## src/rtl/vliw_pkg.sv

```systemverilog
// Package: shared constants and opcode encodings for the four-slot datapath.
// Assumes exactly four units, each owning a four-register bank.
package vliw_pkg;
    localparam int N_UNITS   = 4;
    localparam int BANK_SZ   = 4;
    localparam int N_REGS    = N_UNITS * BANK_SZ;
    localparam int IDX_W     = $clog2(N_REGS);
    localparam int BSEL_W    = $clog2(BANK_SZ);
    localparam int OPC_W     = 2;
    localparam int SLOT_W    = OPC_W + BSEL_W + 2 * IDX_W;
    localparam int IMM_HDR_W = OPC_W + BSEL_W;

    typedef enum logic [OPC_W-1:0] {
        AR_NOP = 2'b00, AR_ADD = 2'b01, AR_SUB = 2'b10, AR_MUL = 2'b11
    } arith_op_e;

    typedef enum logic [OPC_W-1:0] {
        LG_NOP = 2'b00, LG_AND = 2'b01, LG_OR = 2'b10, LG_XOR = 2'b11
    } logic_op_e;

    localparam logic [OPC_W-1:0] IM_LOAD = 2'b01;

    // Bit offset of a unit's sub-instruction inside the instruction word
    function automatic int slot_off(input int u, input int dw);
        return (u < 3) ? u * SLOT_W : 2 * SLOT_W + IMM_HDR_W + dw + SLOT_W - SLOT_W;
    endfunction
endpackage

```

## src/rtl/vliw_arith_unit.sv

```systemverilog
// Arithmetic unit: ADD, SUB, MUL (low word) and NOP on two DW-bit operands.
// Assumes operands were read from pre-edge register state; result wraps.
module vliw_arith_unit
    import vliw_pkg::*;
#(
    parameter int DW = 16
) (
    input  logic [OPC_W-1:0]  op,
    input  logic [BSEL_W-1:0] dst,
    input  logic [DW-1:0]     a,
    input  logic [DW-1:0]     b,
    output logic              we,
    output logic [BSEL_W-1:0] wa,
    output logic [DW-1:0]     wd
);
    // Select the result and write enable from the opcode
    always_comb begin
        wa = dst;
        we = 1'b1;
        case (arith_op_e'(op))
            AR_ADD:  wd = a + b;
            AR_SUB:  wd = a - b;
            AR_MUL:  wd = a * b;
            default: begin
                wd = '0;
                we = 1'b0;
            end
        endcase
    end
endmodule

```

## src/rtl/vliw_imm_unit.sv

```systemverilog
// Immediate unit: loads a DW-bit constant into its bank; other codes are NOP.
// Assumes the immediate is taken straight from the instruction word.
module vliw_imm_unit
    import vliw_pkg::*;
#(
    parameter int DW = 16
) (
    input  logic [OPC_W-1:0]  op,
    input  logic [BSEL_W-1:0] dst,
    input  logic [DW-1:0]     imm,
    output logic              we,
    output logic [BSEL_W-1:0] wa,
    output logic [DW-1:0]     wd
);
    // Only the load code writes; all other codes leave the bank alone
    always_comb begin
        we = (op == IM_LOAD);
        wa = dst;
        wd = imm;
    end
endmodule

```

## src/rtl/vliw_logic_unit.sv

```systemverilog
// Logic unit: AND, OR, XOR and NOP. With FAULT_XOR set, XOR is computed as OR
// (a planted defect for exercising checkers). Assumes pre-edge operands.
module vliw_logic_unit
    import vliw_pkg::*;
#(
    parameter int DW        = 16,
    parameter bit FAULT_XOR = 1'b0
) (
    input  logic [OPC_W-1:0]  op,
    input  logic [BSEL_W-1:0] dst,
    input  logic [DW-1:0]     a,
    input  logic [DW-1:0]     b,
    output logic              we,
    output logic [BSEL_W-1:0] wa,
    output logic [DW-1:0]     wd
);
    logic [DW-1:0] xor_res;

    // Choose between the correct and the defective XOR at build time
    generate
        if (FAULT_XOR) begin : g_flt
            assign xor_res = a | b;
        end else begin : g_ok
            assign xor_res = a ^ b;
        end
    endgenerate

    // Select the bitwise result from the opcode
    always_comb begin
        wa = dst;
        we = 1'b1;
        case (logic_op_e'(op))
            LG_AND:  wd = a & b;
            LG_OR:   wd = a | b;
            LG_XOR:  wd = xor_res;
            default: begin
                wd = '0;
                we = 1'b0;
            end
        endcase
    end
endmodule

```

## src/rtl/vliw_regfile.sv

```systemverilog
// Banked register file: N_REGS words, one write port per unit, each confined
// to that unit's bank. Synchronous active-low clear. Assumes banks are disjoint.
module vliw_regfile
    import vliw_pkg::*;
#(
    parameter int DW = 16
) (
    input  logic              clk,
    input  logic              rst_n,
    input  logic              we [N_UNITS],
    input  logic [BSEL_W-1:0] wa [N_UNITS],
    input  logic [DW-1:0]     wd [N_UNITS],
    output logic [DW-1:0]     regs_o [N_REGS]
);
    logic [DW-1:0] rf_q [N_REGS];

    generate
        for (genvar bk = 0; bk < N_UNITS; bk++) begin : g_bank
            for (genvar e = 0; e < BANK_SZ; e++) begin : g_ent
                // Clear on reset, else take this bank's port when addressed
                always_ff @(posedge clk) begin
                    if (!rst_n)
                        rf_q[bk*BANK_SZ+e] <= '0;
                    else if (we[bk] && wa[bk] == BSEL_W'(e))
                        rf_q[bk*BANK_SZ+e] <= wd[bk];
                end

                // A bank with its port idle keeps its value
                assert_bank_hold_R9: assert property (@(posedge clk) disable iff (!rst_n)
                    !we[bk] |=> rf_q[bk*BANK_SZ+e] == $past(rf_q[bk*BANK_SZ+e]));

                // The cycle after reset every word is zero
                assert_reset_clear_R1: assert property (@(posedge clk) disable iff (!rst_n)
                    $rose(rst_n) |-> rf_q[bk*BANK_SZ+e] == '0);
            end
        end
    endgenerate

    assign regs_o = rf_q;
endmodule

```

## src/rtl/vliw_datapath.sv

```systemverilog
// Four-slot VLIW datapath top: splits the instruction word, reads operands from
// the register file, runs two arithmetic units, an immediate unit and a logic
// unit in parallel, and records the last non-NOP logic-unit operation.
// Assumes one instruction per cycle and no hazards beyond pre-edge reads.
module vliw_datapath
    import vliw_pkg::*;
#(
    parameter int DW        = 16,
    parameter bit FAULT_XOR = 1'b0,
    localparam int IW       = 3 * SLOT_W + IMM_HDR_W + DW
) (
    input  logic                 clk,
    input  logic                 rst_n,
    input  logic [IW-1:0]        instr,
    output logic [N_REGS*DW-1:0] dbg_regs,
    output logic [OPC_W-1:0]     u3_last_op,
    output logic [BSEL_W-1:0]    u3_last_dst,
    output logic [IDX_W-1:0]     u3_last_src_a,
    output logic [IDX_W-1:0]     u3_last_src_b
);
    localparam int OFF2 = 2 * SLOT_W;
    localparam int OFF3 = 2 * SLOT_W + IMM_HDR_W + DW;

    logic [DW-1:0]     regs [N_REGS];
    logic [OPC_W-1:0]  u_op  [N_UNITS];
    logic [BSEL_W-1:0] u_dst [N_UNITS];
    logic [IDX_W-1:0]  u_sa  [N_UNITS];
    logic [IDX_W-1:0]  u_sb  [N_UNITS];
    logic [DW-1:0]     rd_a  [N_UNITS];
    logic [DW-1:0]     rd_b  [N_UNITS];
    logic              u_we  [N_UNITS];
    logic [BSEL_W-1:0] u_wa  [N_UNITS];
    logic [DW-1:0]     u_wd  [N_UNITS];
    logic [DW-1:0]     imm2;

    logic [OPC_W-1:0]  rec_op_q;
    logic [BSEL_W-1:0] rec_dst_q;
    logic [IDX_W-1:0]  rec_sa_q, rec_sb_q;

    assign imm2 = instr[OFF2+IMM_HDR_W +: DW];

    generate
        for (genvar u = 0; u < N_UNITS; u++) begin : g_unit
            localparam int OFF = (u == 3) ? OFF3 : u * SLOT_W;

            // Field decode and operand read for this slot
            assign u_op[u]  = instr[OFF +: OPC_W];
            assign u_dst[u] = instr[OFF+OPC_W +: BSEL_W];
            if (u != 2) begin : g_rd
                assign u_sa[u] = instr[OFF+IMM_HDR_W +: IDX_W];
                assign u_sb[u] = instr[OFF+IMM_HDR_W+IDX_W +: IDX_W];
            end else begin : g_nord
                assign u_sa[u] = '0;
                assign u_sb[u] = '0;
            end
            assign rd_a[u] = regs[u_sa[u]];
            assign rd_b[u] = regs[u_sb[u]];

            if (u < 2) begin : g_ar
                vliw_arith_unit #(.DW(DW)) u_alu (
                    .op(u_op[u]), .dst(u_dst[u]), .a(rd_a[u]), .b(rd_b[u]),
                    .we(u_we[u]), .wa(u_wa[u]), .wd(u_wd[u]));
            end else if (u == 2) begin : g_im
                vliw_imm_unit #(.DW(DW)) u_imm (
                    .op(u_op[u]), .dst(u_dst[u]), .imm(imm2),
                    .we(u_we[u]), .wa(u_wa[u]), .wd(u_wd[u]));
            end else begin : g_lg
                vliw_logic_unit #(.DW(DW), .FAULT_XOR(FAULT_XOR)) u_lgu (
                    .op(u_op[u]), .dst(u_dst[u]), .a(rd_a[u]), .b(rd_b[u]),
                    .we(u_we[u]), .wa(u_wa[u]), .wd(u_wd[u]));
            end
        end

        for (genvar k = 0; k < N_REGS; k++) begin : g_dbg
            assign dbg_regs[k*DW +: DW] = regs[k];
        end
    endgenerate

    vliw_regfile #(.DW(DW)) u_rf (
        .clk(clk), .rst_n(rst_n), .we(u_we), .wa(u_wa), .wd(u_wd), .regs_o(regs));

    // Keep the last non-NOP logic-unit operation for later checking
    always_ff @(posedge clk) begin
        if (!rst_n) begin
            rec_op_q  <= '0;
            rec_dst_q <= '0;
            rec_sa_q  <= '0;
            rec_sb_q  <= '0;
        end else if (u_op[3] != LG_NOP) begin
            rec_op_q  <= u_op[3];
            rec_dst_q <= u_dst[3];
            rec_sa_q  <= u_sa[3];
            rec_sb_q  <= u_sb[3];
        end
    end

    assign u3_last_op    = rec_op_q;
    assign u3_last_dst   = rec_dst_q;
    assign u3_last_src_a = rec_sa_q;
    assign u3_last_src_b = rec_sb_q;

    // Unit 0 ADD lands the wrapped sum of pre-edge operands
    assert_add_wrap_R3: assert property (@(posedge clk) disable iff (!rst_n)
        u_op[0] == AR_ADD |=> regs[{2'd0, $past(u_dst[0])}] == $past(rd_a[0] + rd_b[0]));

    // Unit 1 SUB lands the wrapped difference
    assert_sub_wrap_R4: assert property (@(posedge clk) disable iff (!rst_n)
        u_op[1] == AR_SUB |=> regs[{2'd1, $past(u_dst[1])}] == $past(rd_a[1] - rd_b[1]));

    // Unit 0 MUL keeps the low word of the product
    assert_mul_low_R5: assert property (@(posedge clk) disable iff (!rst_n)
        u_op[0] == AR_MUL |=> regs[{2'd0, $past(u_dst[0])}] == $past(rd_a[0] * rd_b[0]));

    // Unit 2 load writes the immediate
    assert_load_imm_R7: assert property (@(posedge clk) disable iff (!rst_n)
        u_op[2] == IM_LOAD |=> regs[{2'd2, $past(u_dst[2])}] == $past(imm2));

    // Unit 3 XOR result, correct or defective by build switch
    assert_xor_res_R8: assert property (@(posedge clk) disable iff (!rst_n)
        (u_op[3] == LG_XOR && !FAULT_XOR) |=>
            regs[{2'd3, $past(u_dst[3])}] == $past(rd_a[3] ^ rd_b[3]));
    assert_xor_fault_R11: assert property (@(posedge clk) disable iff (!rst_n)
        (u_op[3] == LG_XOR && FAULT_XOR) |=>
            regs[{2'd3, $past(u_dst[3])}] == $past(rd_a[3] | rd_b[3]));

    // A unit-3 NOP leaves the record untouched
    assert_rec_hold_R10: assert property (@(posedge clk) disable iff (!rst_n)
        u_op[3] == LG_NOP |=> $stable({u3_last_op, u3_last_dst, u3_last_src_a, u3_last_src_b}));
endmodule

```

## config.mk

```make
export PLATFORM = sky130hd
export DESIGN_NAME = vliw_datapath
export DESIGN_NICKNAME = d
export VERILOG_FILES = /design/src/rtl/vliw_pkg.sv /design/src/rtl/vliw_arith_unit.sv /design/src/rtl/vliw_imm_unit.sv /design/src/rtl/vliw_logic_unit.sv /design/src/rtl/vliw_regfile.sv /design/src/rtl/vliw_datapath.sv
export SDC_FILE = /design/constraint.sdc
export NUM_CORES = 2
export LEC_CHECK = 0
export BUFFER_PORTS_ARGS = -buffer_cell sky130_fd_sc_hd__buf_2
export CAP_MARGIN = 0
export CORE_MARGIN = 2
export CORE_UTILIZATION = 55
export DETAILED_ROUTE_END_ITERATION = 10
export PLACE_DENSITY = 0.75
export SLEW_MARGIN = 20
export SYNTH_ARGS = -nofsm -noshare
export SYNTH_HDL_FRONTEND = slang
export SYNTH_HIERARCHICAL = 1
export SYNTH_SLANG_ARGS = --single-unit
export TNS_END_PERCENT = 20
```

## constraint.sdc

```tcl
create_clock -name clk -period 11.4 [get_ports clk]
set_input_delay 2.28 -clock clk [delete_from_list [all_inputs] [get_ports clk]]
set_output_delay 2.28 -clock clk [all_outputs]
set_load 0.005 [all_outputs]
```

==> impl_metrics.ini <==
[routing]
dr.pass1.iters = 8
routed_via_density = 6.95
detailed_route_wire_length_per_cell_um = 28.7
remaining_drc_errors = 0
via_count = 29100
postRouteWirelength_um = 120000
detailedRoute.firstIterationViolations = 4445
ant_nets = 0

[sta]
setup_viol_count_final = 0
maxClockFrequency_mhz = 103
totalNegativeSetupSlack_ns = 0
hold_viol = 0
period_share = 0.850
post_route_skew_ns = 0.0313
slew_violations = 0
setup_repair_after_global_routing_missed_its_margin = no
max-slew-margin-rel = 0.258
worst_slew_pin_slew_ns = 1.11
finalHoldWorstSlack_ns = 0.463
min_period_ns = 9.69

[die]
dieWidth_um = 248
placementRows = 89
overall_die_height_um = 248
num_io_pins = 326
design.core.area_um2 = 58800
fp.dieArea_um2 = 61300
starting_density_of_the_core = 0.555

[worst_setup_path]
r2r.worst_path.cells = 23
cp-startpoint = instr[16]
critPathArrivalTime_ns = 10.17
timing.reg2reg.setup_slack_ns = 3.66
path_class = in -> reg
reg2reg_from = u_rf/regs_o[67]$_SDFFE_PN0P_
crit-reg2reg-capture = u_rf/regs_o[190]$_SDFFE_PN0P_
critPathMaxFanout = 40
timing.critical_path.to_type = register
timing.critical_path.required_ns = 11.88
worst_setup_path_start_kind = primary input
worst_setup_path_endpoint = u_rf/regs_o[190]$_SDFFE_PN0P_

[synthesis]
synth_top_area_cell = sky130_fd_sc_hd__mux4_2
post_synth.cell_area_avg_um2 = 10.1
proportion_of_synthesized_chip_area_in_sequential_cells = 0.164
netlist_top_cells_area = sky130_fd_sc_hd__mux4_2 (26%), sky130_fd_sc_hd__dfxtp_1 (16%), sky130_fd_sc_hd__fa_1 (9.9%)
ys_dominant_reg_cell = sky130_fd_sc_hd__dfxtp_1
mappedNetlistNets = 3629
yosys.cell_count.top_type = sky130_fd_sc_hd__nand2_1
synth_commonest_cells = sky130_fd_sc_hd__nand2_1 (596), sky130_fd_sc_hd__mux4_2 (384), sky130_fd_sc_hd__inv_1 (283), sky130_fd_sc_hd__mux2i_1 (273), sky130_fd_sc_hd__dfxtp_1 (268)
post_synthesis_instance_area_um2 = 32600
synthDominantCellAreaShare = 0.265
synthesized_instance_count = 3237
synth-warning-count = 6
synth-edff-count = 0
synth_seq_cells = 268
post_synth_num_cell_types = 72
synth_async_sr_flop_share = 0

[grt]
global_route.peak_usage_layer = met2
met1_usage = 0.500
global_route.usage.met3 = 0.137
gr_usage_total = 0.389
grt_first_pass_wirelength_um = 178000
grt_start_max_net_pins = 175
met2_track_demand_over_resource = 0.564
grt_antenna_before_repair = 4
number_of_global_route_vias_before_repair = 27900
grt.overflow.total = 0

[run]
timing.max_cap.violations = 0

[clock_network]
cts_made_buffers = 28
cts.reportedPaths.clkPinSlew_ns = 0.06
cts.sink_count = 268
tritoncts_clock_tree = yes
post_cts.repair.setup_buffers = 0
cts-resized-gates = 0
clk_latency_ns = 0.61
clock_tree.htree_level_count = 1
cts.hold.buffers_added = 0
clk_path_buf_depth = 3
clk_root_buffer_cell = sky130_fd_sc_hd__clkbuf_16

[hold_path]
min_path_cells = 2
min_path_type = reg -> reg

[final_layout]
area_delta_synth_final_pct = 8.25
final_net_count = 3779
drive_gt1_frac = 0.252
area.sequential_um2 = 5370
fill_cells = 4949
fin_util = 0.601
multiInputGateArea_um2 = 24700

[power_and_ir_drop]
power.share.clock = 0.348
power.share.switching = 0.346
power.density_nw_per_um2 = 82.8
power_switching_mw = 1.01
total_leakage_power_nw = 15.8
power_frac_comb = 0.286
sequentialPowerShare = 0.366
vdd_ir_drop_max_uv = 125
power.internal_mw = 1.91

[outcome]
status = finished clean

[placed_design]
hpwl_um = 87100
globalplace.congestion = 1.03
io_buffers = 325
==> per-layer routing <==
layer  vias to the layer above  part of all wire  routed length [um]
met5                         -           0.00028                  34
met4                         2             0.080                9630
met3                       607              0.15               18600
met2                      2528              0.42               50300
met1                     14100              0.35               41400
li1                      11900                 -                   -
==> worst max-delay path: stages <==
cell and delay [ns]:
sky130_fd_sc_hd__buf_4 0.62, sky130_fd_sc_hd__mux4_2 0.59, sky130_fd_sc_hd__a22oi_1 0.46, sky130_fd_sc_hd__nand2_1 0.50
sky130_fd_sc_hd__and2_1 0.35, sky130_fd_sc_hd__fa_1 0.48, sky130_fd_sc_hd__inv_1 0.05, sky130_fd_sc_hd__fa_1 0.45
sky130_fd_sc_hd__fa_1 0.49, sky130_fd_sc_hd__fa_1 0.54, sky130_fd_sc_hd__inv_1 0.04, sky130_fd_sc_hd__fa_1 0.47
sky130_fd_sc_hd__inv_1 0.05, sky130_fd_sc_hd__fa_1 0.47, sky130_fd_sc_hd__inv_1 0.04, sky130_fd_sc_hd__ha_1 0.35
sky130_fd_sc_hd__and3_1 0.20, sky130_fd_sc_hd__a211oi_1 0.38, sky130_fd_sc_hd__o21bai_1 0.12, sky130_fd_sc_hd__a21oi_1 0.20
sky130_fd_sc_hd__xor2_1 0.36, sky130_fd_sc_hd__o221ai_1 0.28, sky130_fd_sc_hd__nand2_1 0.21, sky130_fd_sc_hd__mux2i_1 0.11
==> logic make-up after synthesis <==
group                    Yosys count  share of synthesized area
AND/OR/NAND/NOR                  936                      0.129
multiplexers                     658                      0.349
buffers and inverters            552                     0.0785
AO/OA/AOI/OAI                    365                     0.0795
adder cells (fa/ha/maj)          334                      0.165
flip-flops                       268                      0.164
XOR/XNOR                         124                     0.0348
==> cells in the final DEF, fill, tap and decap left out, types with 68 or more instances in the layout <==
| master | netlist | layout |
|---|---|---|
| sky130_fd_sc_hd__nor2_1 | 84 | 82 |
| sky130_fd_sc_hd__xnor2_1 | 98 | 98 |
| sky130_fd_sc_hd__fa_1 | 162 | 162 |
| sky130_fd_sc_hd__a22oi_1 | 209 | 209 |
| sky130_fd_sc_hd__ha_1 | 172 | 172 |
| sky130_fd_sc_hd__buf_2 | 52 | 316 |
| sky130_fd_sc_hd__mux2i_1 | 273 | 273 |
| sky130_fd_sc_hd__nand2_1 | 596 | 596 |
| sky130_fd_sc_hd__buf_4 | 60 | 68 |
| sky130_fd_sc_hd__and2_1 | 135 | 135 |
| sky130_fd_sc_hd__dfxtp_1 | 268 | 268 |
| sky130_fd_sc_hd__mux4_2 | 384 | 384 |
| sky130_fd_sc_hd__inv_1 | 283 | 283 |
==> state kept, by name (all words and copies together) (netlist names) <==
register and flops:
u3_last_dst 2, u3_last_op 2, u3_last_src_a 4, u3_last_src_b 4
u_rf/regs_o 256
==> worst min path at each step <==
| stage | start | to | slack, ns |
|---|---|---|---|
| 2_1_floorplan | u3_last_src_a[3]$_SDFFE_PN0P_ | u3_last_src_a[3]$_SDFFE_PN0P_ | 0.46 |
| 3_3_place_gp | u3_last_src_b[1]$_SDFFE_PN0P_ | u3_last_src_b[1]$_SDFFE_PN0P_ | 0.45 |
| 3_5_place_dp | u3_last_src_b[1]$_SDFFE_PN0P_ | u3_last_src_b[1]$_SDFFE_PN0P_ | 0.45 |
| 4_1_cts | u3_last_src_b[1]$_SDFFE_PN0P_ | u3_last_src_b[1]$_SDFFE_PN0P_ | 0.46 |
| 5_1_grt | u3_last_src_a[2]$_SDFFE_PN0P_ | u3_last_src_a[2]$_SDFFE_PN0P_ | 0.49 |
| 6_report | u3_last_src_a[2]$_SDFFE_PN0P_ | u3_last_src_a[2]$_SDFFE_PN0P_ | 0.46 |
==> per-stage QoR <==
step | cells | total power, mW | setup WS [ns] | area [um2]
finish | 4186 | 2.93 | 1.71 | 35300
global route | 4182 | 3.00 | 1.48 | 35300
CTS | 4182 | 2.89 | 1.90 | 35300
detailed placement | 4130 | 1.89 | 1.29 | 34300
global placement | 4130 | 1.88 | 1.30 | 34300
floorplan | 3237 | 1.63 | 2.61 | 32600
==> area by class of cell <==
| type | count | share of cell area |
|---|---|---|
| tap | 773 | 0.0274 |
| antenna | 4 | 0.000283 |
| timing repair buffer | 389 | 0.0619 |
| sequential | 268 | 0.152 |
| multi-input combinational | 2417 | 0.700 |
| clock inverter | 13 | 0.00503 |
| clock buffer | 39 | 0.0233 |
| inverter | 283 | 0.0301 |
==> power by group through the flow <==
stage	Combinational, mW	Sequential (mW)	Clock [mW]
detailed placement	0.807	1.08	0
floorplan	0.599	1.03	0
global route	0.879	1.07	1.05
finish	0.835	1.07	1.02
CTS	0.811	1.06	1.02
global placement	0.802	1.08	0
(Power assumes the default switching activity.)
